$ cat src/rtl/xlat_pkg.sv
// Shared types for the translation buffer.
// Assumes: nothing beyond standard packed-struct support.
package xlat_pkg;

    // Per-entry state bits kept beside the tags.
    typedef struct packed {
        logic valid;
        logic wr_ok;
        logic ref_b;
        logic dirty;
    } xlat_flags_t;

    // Next value of a wrapping index in the range [0, n).
    function automatic int unsigned wrap_inc(int unsigned v, int unsigned n);
        return (v + 1 >= n) ? 0 : v + 1;
    endfunction

endpackage

$ cat src/rtl/xlat_entry.sv
// One translation entry: tag storage, parallel compare against the lookup
// and refill keys, flush targeting, and reference/dirty maintenance.
// Assumes: ld_en is never raised in a cycle with fl_en (the top gates it),
// and upd_ok is low whenever a refill or flush is presented.
module xlat_entry
    import xlat_pkg::*;
#(
    parameter int VPN_W  = 22,
    parameter int PPN_W  = 20,
    parameter int ASID_W = 8
) (
    input  logic              clk,
    input  logic              rst_n,
    input  logic              lk_on,
    input  logic [VPN_W-1:0]  lk_vpn,
    input  logic [ASID_W-1:0] lk_asid,
    input  logic              lk_store,
    input  logic              upd_ok,
    input  logic              ld_en,
    input  logic [VPN_W-1:0]  ld_vpn,
    input  logic [ASID_W-1:0] ld_asid,
    input  logic [PPN_W-1:0]  ld_ppn,
    input  logic              ld_wr,
    input  logic              fl_en,
    input  logic              fl_all,
    input  logic [ASID_W-1:0] fl_asid,
    output logic              match,
    output logic              dup,
    output xlat_flags_t       flags,
    output logic [PPN_W-1:0]  ppn
);

    xlat_flags_t       flags_q;
    logic [VPN_W-1:0]  vpn_q;
    logic [ASID_W-1:0] asid_q;
    logic [PPN_W-1:0]  ppn_q;
    logic              fl_hit;

    // Lookup match: valid, same page and same address space.
    assign match  = lk_on && flags_q.valid && (vpn_q == lk_vpn) && (asid_q == lk_asid);
    // Refill key already resident in this entry.
    assign dup    = flags_q.valid && (vpn_q == ld_vpn) && (asid_q == ld_asid);
    // This entry is a flush target.
    assign fl_hit = fl_en && (fl_all || (asid_q == fl_asid));

    assign flags = flags_q;
    assign ppn   = ppn_q;

    // Entry state: flush beats refill, refill beats hit update.
    always_ff @(posedge clk) begin
        if (!rst_n) begin
            flags_q <= '0;
            vpn_q   <= '0;
            asid_q  <= '0;
            ppn_q   <= '0;
        end else if (fl_hit) begin
            flags_q <= '0;
        end else if (ld_en) begin
            flags_q.valid <= 1'b1;
            flags_q.wr_ok <= ld_wr;
            flags_q.ref_b <= 1'b0;
            flags_q.dirty <= 1'b0;
            vpn_q         <= ld_vpn;
            asid_q        <= ld_asid;
            ppn_q         <= ld_ppn;
        end else if (upd_ok && match) begin
            flags_q.ref_b <= 1'b1;
            if (lk_store && flags_q.wr_ok) begin
                flags_q.dirty <= 1'b1;
            end
        end
    end

endmodule

$ cat src/rtl/xlat_victim.sv
// Refill slot selection: an entry already holding the key, else the lowest
// invalid entry, else the round-robin pointer, which only then advances.
// Assumes: dup_vec is one-hot or zero; ENTRIES >= 2.
module xlat_victim
    import xlat_pkg::*;
#(
    parameter int ENTRIES = 8
) (
    input  logic               clk,
    input  logic               rst_n,
    input  logic               fill_go,
    input  logic [ENTRIES-1:0] valid_vec,
    input  logic [ENTRIES-1:0] dup_vec,
    output logic [ENTRIES-1:0] ld_vec
);

    localparam int IDX_W = $clog2(ENTRIES);

    logic [IDX_W-1:0] ptr_q;
    logic [IDX_W-1:0] free_idx;
    logic             free_found;
    logic             have_dup;
    logic             use_ptr;

    assign have_dup = |dup_vec;
    assign use_ptr  = fill_go && !have_dup && !free_found;

    // Priority search for the lowest-numbered invalid entry.
    always_comb begin
        free_found = 1'b0;
        free_idx   = '0;
        for (int i = 0; i < ENTRIES; i++) begin
            if (!valid_vec[i] && !free_found) begin
                free_found = 1'b1;
                free_idx   = IDX_W'(i);
            end
        end
    end

    // One-hot load strobe for the chosen slot.
    always_comb begin
        if (!fill_go) begin
            ld_vec = '0;
        end else if (have_dup) begin
            ld_vec = dup_vec;
        end else if (free_found) begin
            ld_vec = ENTRIES'(1) << free_idx;
        end else begin
            ld_vec = ENTRIES'(1) << ptr_q;
        end
    end

    // Round-robin pointer, moved only by a replacement of a valid entry.
    always_ff @(posedge clk) begin
        if (!rst_n) begin
            ptr_q <= '0;
        end else if (use_ptr) begin
            ptr_q <= IDX_W'(wrap_inc(32'(ptr_q), ENTRIES));
        end
    end

endmodule

$ cat src/rtl/xlat_buffer.sv
// Fully associative translation buffer with address-space tags. Lookups
// are answered combinationally; state changes at the clock edge.
// Assumes: the walker supplies refills only for misses or deliberate
// overwrites; flush in the same cycle as a refill drops the refill.
module xlat_buffer
    import xlat_pkg::*;
#(
    parameter int ENTRIES = 8,
    parameter int VA_W    = 32,
    parameter int OFS_W   = 10,
    parameter int PPN_W   = 20,
    parameter int ASID_W  = 8
) (
    input  logic                   clk,
    input  logic                   rst_n,
    input  logic                   lk_valid,
    input  logic [VA_W-1:0]        lk_vaddr,
    input  logic [ASID_W-1:0]      lk_asid,
    input  logic                   lk_store,
    output logic                   lk_hit,
    output logic                   lk_miss,
    output logic [PPN_W+OFS_W-1:0] lk_paddr,
    output logic                   lk_fault,
    output logic                   lk_writable,
    output logic                   lk_ref,
    output logic                   lk_dirty,
    input  logic                   fill_valid,
    input  logic [VA_W-OFS_W-1:0]  fill_vpn,
    input  logic [ASID_W-1:0]      fill_asid,
    input  logic [PPN_W-1:0]       fill_ppn,
    input  logic                   fill_wr,
    input  logic                   flush_valid,
    input  logic                   flush_all,
    input  logic [ASID_W-1:0]      flush_asid
);

    localparam int VPN_W = VA_W - OFS_W;

    logic [ENTRIES-1:0] match_vec;
    logic [ENTRIES-1:0] dup_vec;
    logic [ENTRIES-1:0] valid_vec;
    logic [ENTRIES-1:0] ref_vec;
    logic [ENTRIES-1:0] ld_vec;
    xlat_flags_t        flags_arr [ENTRIES];
    logic [PPN_W-1:0]   ppn_arr   [ENTRIES];
    logic [VPN_W-1:0]   lk_vpn;
    logic               fill_go;
    logic               upd_ok;
    xlat_flags_t        sel_flags;
    logic [PPN_W-1:0]   sel_ppn;

    assign lk_vpn  = lk_vaddr[VA_W-1:OFS_W];
    assign fill_go = fill_valid && !flush_valid;
    assign upd_ok  = !fill_valid && !flush_valid;

    // Entry array, one compare per entry.
    for (genvar g = 0; g < ENTRIES; g++) begin : g_ent
        xlat_entry #(
            .VPN_W  (VPN_W),
            .PPN_W  (PPN_W),
            .ASID_W (ASID_W)
        ) u_ent (
            .clk      (clk),
            .rst_n    (rst_n),
            .lk_on    (lk_valid),
            .lk_vpn   (lk_vpn),
            .lk_asid  (lk_asid),
            .lk_store (lk_store),
            .upd_ok   (upd_ok),
            .ld_en    (ld_vec[g]),
            .ld_vpn   (fill_vpn),
            .ld_asid  (fill_asid),
            .ld_ppn   (fill_ppn),
            .ld_wr    (fill_wr),
            .fl_en    (flush_valid),
            .fl_all   (flush_all),
            .fl_asid  (flush_asid),
            .match    (match_vec[g]),
            .dup      (dup_vec[g]),
            .flags    (flags_arr[g]),
            .ppn      (ppn_arr[g])
        );
        assign valid_vec[g] = flags_arr[g].valid;
        assign ref_vec[g]   = flags_arr[g].ref_b;
    end

    xlat_victim #(
        .ENTRIES (ENTRIES)
    ) u_victim (
        .clk       (clk),
        .rst_n     (rst_n),
        .fill_go   (fill_go),
        .valid_vec (valid_vec),
        .dup_vec   (dup_vec),
        .ld_vec    (ld_vec)
    );

    // Select the matching entry's page and flags (at most one matches).
    always_comb begin
        sel_ppn   = '0;
        sel_flags = '0;
        for (int i = 0; i < ENTRIES; i++) begin
            if (match_vec[i]) begin
                sel_ppn   = ppn_arr[i];
                sel_flags = flags_arr[i];
            end
        end
    end

    assign lk_hit      = |match_vec;
    assign lk_miss     = lk_valid && !lk_hit;
    assign lk_paddr    = lk_hit ? {sel_ppn, lk_vaddr[OFS_W-1:0]} : '0;
    assign lk_fault    = lk_hit && lk_store && !sel_flags.wr_ok;
    assign lk_writable = sel_flags.wr_ok;
    assign lk_ref      = sel_flags.ref_b;
    assign lk_dirty    = sel_flags.dirty;

endmodule

$ cat config.mk
export PLATFORM = sky130hd
export DESIGN_NAME = xlat_buffer
export DESIGN_NICKNAME = d
export VERILOG_FILES = /design/src/rtl/xlat_pkg.sv /design/src/rtl/xlat_entry.sv /design/src/rtl/xlat_victim.sv /design/src/rtl/xlat_buffer.sv
export SDC_FILE = /design/constraint.sdc
export NUM_CORES = 2
export LEC_CHECK = 0
export BUFFER_PORTS_ARGS = -buffer_cell sky130_fd_sc_hd__buf_4
export CAP_MARGIN = 20
export CORE_ASPECT_RATIO = 1.1
export CORE_MARGIN = 3
export CORE_UTILIZATION = 56
export CTS_BUF_LIST = sky130_fd_sc_hd__clkbuf_16
export DETAILED_ROUTE_END_ITERATION = 6
export PLACE_DENSITY = 0.86
export SYNTH_ARGS = -nofsm -noshare
export SYNTH_HDL_FRONTEND = slang
export SYNTH_HIERARCHICAL = 1
export SYNTH_SLANG_ARGS = --single-unit
$ cat constraint.sdc
create_clock -name clk -period 3.8 [get_ports clk]
set_clock_uncertainty 0.2 [all_clocks]
set_input_delay 0.76 -clock clk [delete_from_list [all_inputs] [get_ports clk]]
set_output_delay 0.76 -clock clk [all_outputs]
set_load 0.005 [all_outputs]
==> results.txt <==
Status - finished with violations
Failing checks - design-rule violations, negative setup slack
First-pass GRT wire length - 145000 um
CP max-delay cell - or4_4
Die span in x - 209 um
GP Congestion - 1.11
WHS - 0.255 ns
Area occupied by multi-input gates - 16400 sq um
Clk slew on worst S/H paths - 0.06 ns
CTS Buf Count - 48
CP bufs+invs - 5
DP Area - 29800 sq um
Max Cap Viol - 0
Synth Area per Inst - 8.70 sq um
Core area - 44700 sq um
Area delta synth->final - 27.9%
DR vias - 24500
Iter 0 DRT Violations - 3451
DIE HEIGHT - 230 um
LEAKAGE - 0.0119 uW
Crit path top cell by count - buf_4
Crit path cell chain - buf_4, buf_4, xor2_1, or4_4, nor4_4, and2_4, buf_4, nand2b_1, buf_12, o221ai_2, a21oi_1, buf_4
Final slew viol count - 0
RR Endpoint - g_ent[3].u_ent/ppn[3]$_SDFFE_PN0P_
RSZ-0062 raised after global routing - yes
Final Hold Violating Endpoints - 0
Final period util - 115%
Clk sink count - 435
Drt total wl - 105000 um
Hold Path Class - input port to flip-flop
RR Startpoint - g_ent[0].u_ent/vpn_q[14]$_SDFFE_PN0P_
Crit end category - primary output
GRT Residual Overflow - 0
Die area - 48100 sq um
Post-route DRC violation count - 2
Worst setup SP type - input port
Io pins - 142
Library cells used by synthesis - 56
Final setup violation count - 36
Worst-margin pin slew - 1.11 ns
Layout net count - 3451
Vias in the first global route - 22900
Initial antenna violation count - 11
Via/cell ratio - 6.18
Initial Util - 57.0%
Most used DFF post-synth - dfxtp_1
Design area - 32600 sq um
Fill count - 3075
Register area share after synthesis - 34.2%
WL/cell - 26.4 um
GRT Util Overall - 39.7%
Max Freq - 0.229 GHz
Hold Path Sink - g_ent[1].u_ent/vpn_q[10]$_SDFFE_PN0P_
Hold Crit Depth - 3
Worst r2r path cells - 14
Yosys warnings - 6
Fraction of layout cells with a size suffix above 1 - 23.8%
FFs w/ async S/R, synth - 0%
Worst-path maximum fanout - 14
#FFs+latches synth - 435
Worst-Skew Late Latency - 0.62 ns
Slew HR - 25.7%
Crit-path max cell delay - 0.50 ns
Worst Hold Launch - fill_vpn[10]
Delay-heaviest family, CP - simple AND/OR/NAND/NOR gates
Worst Path Arrival - 3.41 ns
Number of synthesized flops with an enable pin - 0
DP Wirelength - 72800 um
Mapped cell area - 25500 sq um
Crit path time final - 4.37 ns
CTS tree - done
Port Buffers - 141
Site Rows - 81
Post-synth net total - 3032
Largest net degree at the start of global routing - 127
CTS root buf - clkbuf_16
Max Root-Sink Buffers - 3
Register Area - 8730 sq um
Total power per unit cell area - 334 nW/um^2
Final ANT Viol Nets - 0
Required @ worst endpoint - 2.84 ns
Peak supply drop - 0.000372 V
Final core utilization - 72.9%
Flop2flop setup slack - 0.01 ns
Post-Syn Instances - 2925
Crit Path Category - input port to primary output
Final WS setup - -0.568 ns
Drt first pass iters - 7
Htree depth - 2
==> worst max path at each step <==
stage                                                      from           end  depth (start not counted)  slack, ns
after detailed placement                           lk_vaddr[24]  lk_paddr[10]                         11      -0.65
after floorplan                                    lk_vaddr[24]   lk_writable                         10       0.01
after global placement                             lk_vaddr[24]  lk_paddr[10]                         11      -0.64
after CTS                 g_ent[2].u_ent/vpn_q[13]$_SDFFE_PN0P_  lk_paddr[21]                         12      -0.32
final                                              lk_vaddr[24]  lk_paddr[20]                         12      -0.57
after global routing      g_ent[2].u_ent/vpn_q[14]$_SDFFE_PN0P_        lk_ref                         12      -0.63
==> cell usage after synthesis (11+ instances only) <==
library cell / instances / share of area [%]
a31oi_1: 11 / 0.27
mux2i_1: 408 / 16
buf_6: 42 / 1.9
o221ai_1: 29 / 1.0
nor2_1: 39 / 0.58
clkbuf_1: 103 / 1.5
inv_1: 24 / 0.35
a2bb2oi_1: 14 / 0.48
xnor2_1: 440 / 15
nor3_1: 12 / 0.24
nand4_1: 97 / 2.4
o21ai_0: 23 / 0.45
and2_1: 27 / 0.66
nand2_1: 830 / 12
dfxtp_1: 435 / 34
nor4_1: 25 / 0.61
buf_2: 21 / 0.41
nor4_4: 16 / 1.3
xor2_1: 104 / 3.6
a21oi_1: 65 / 1.3
nand3b_1: 14 / 0.41
==> stage by stage <==
stage,std cells,total power (uW),setup TNS (ns),setup slack [ns]
after global placement,3841,5960,-120.18,-0.637
after floorplan,2925,5320,0,0.00988
after detailed placement,3841,5990,-157.13,-0.653
final,3969,10900,-14.42,-0.568
after CTS,3946,10800,-9.71,-0.321
after global routing,3968,11100,-16.16,-0.635
==> placed cells by master, fill, tap and decap left out, types with 11 or more instances in the layout <==
cell	instances
nor2_1	37
inv_1	27
a21oi_2	12
clkinv_2	13
buf_12	57
clkbuf_16	50
nand4_1	97
o221ai_2	21
xnor2_1	435
nor3_1	11
dfxtp_2	15
buf_4	441
xor2_1	103
nand2_1	828
dfxtp_1	419
buf_6	32
nor4_1	23
o21ai_1	12
nor4_4	18
nand3b_1	14
and2_4	18
mux2i_1	408
a21oi_1	52
a2bb2oi_2	13
==> worst register-to-register path, cell delays in order (launching register included) <==
cell	delay, ns
dfxtp_2	0.33
buf_4	0.13
xnor2_1	0.12
buf_4	0.15
nand4_1	0.18
or4_1	0.23
nor4_1	0.08
buf_4	0.16
nor3_1	0.29
and4_1	0.26
nand2_1	0.11
o31ai_1	0.36
a21boi_4	0.46
buf_12	0.26
mux2i_1	0.34
==> layout make-up <==
class / instances / area share, %
inverter: 24 / 0.288
clock buffer: 48 / 3.69
sequential: 435 / 26.8
antenna: 5 / 0.0384
clock inverter: 41 / 1.28
multi-input combinational: 2297 / 50.4
tap: 581 / 2.23
timing repair buffer: 538 / 15.2
==> what timing repair did <==
action	CTS	global route
pin swaps	62	57
endpoints found under the setup margin	36	436
resized for setup	98	103
cloned	2	2
hold buffers	0	0
setup buffers	15	17
==> power by group <==
group          total (uW)  leakage (uW)  switching, uW  internal, uW
combinational        1320       0.00753            783           537
clock                4930      0.000819           2120          2810
sequential           4630       0.00352           37.0          4590
==> layer usage <==
metal	GRT usage (%)	up-vias	part of all wire (%)
met1	46.8	11500	35
met3	8.42	618	9.7
met4	29.9	12	11
met2	63.4	1697	44
li1	-	10700	-
met5	0	-	0.076
==> cells by family after synthesis <==
group	synth area share, %
and+or+nand+nor	20.7
xor gates and xnor gates	18.7
DFF	34.2
muxes	16.0
AOI/OAI and AO/OA	6.06
buffers and inverters	4.22
adders and majority gates	0.0491
==> flip-flops by register name, summed over array words and instances (netlist names) <==
signal	cells
g_ent.u_ent/asid_q	64
g_ent.u_ent/flags	32
g_ent.u_ent/ppn	160
g_ent.u_ent/vpn_q	176
u_victim/ptr_q	3
No activity file was read; power rests on OpenSTA's default activity.
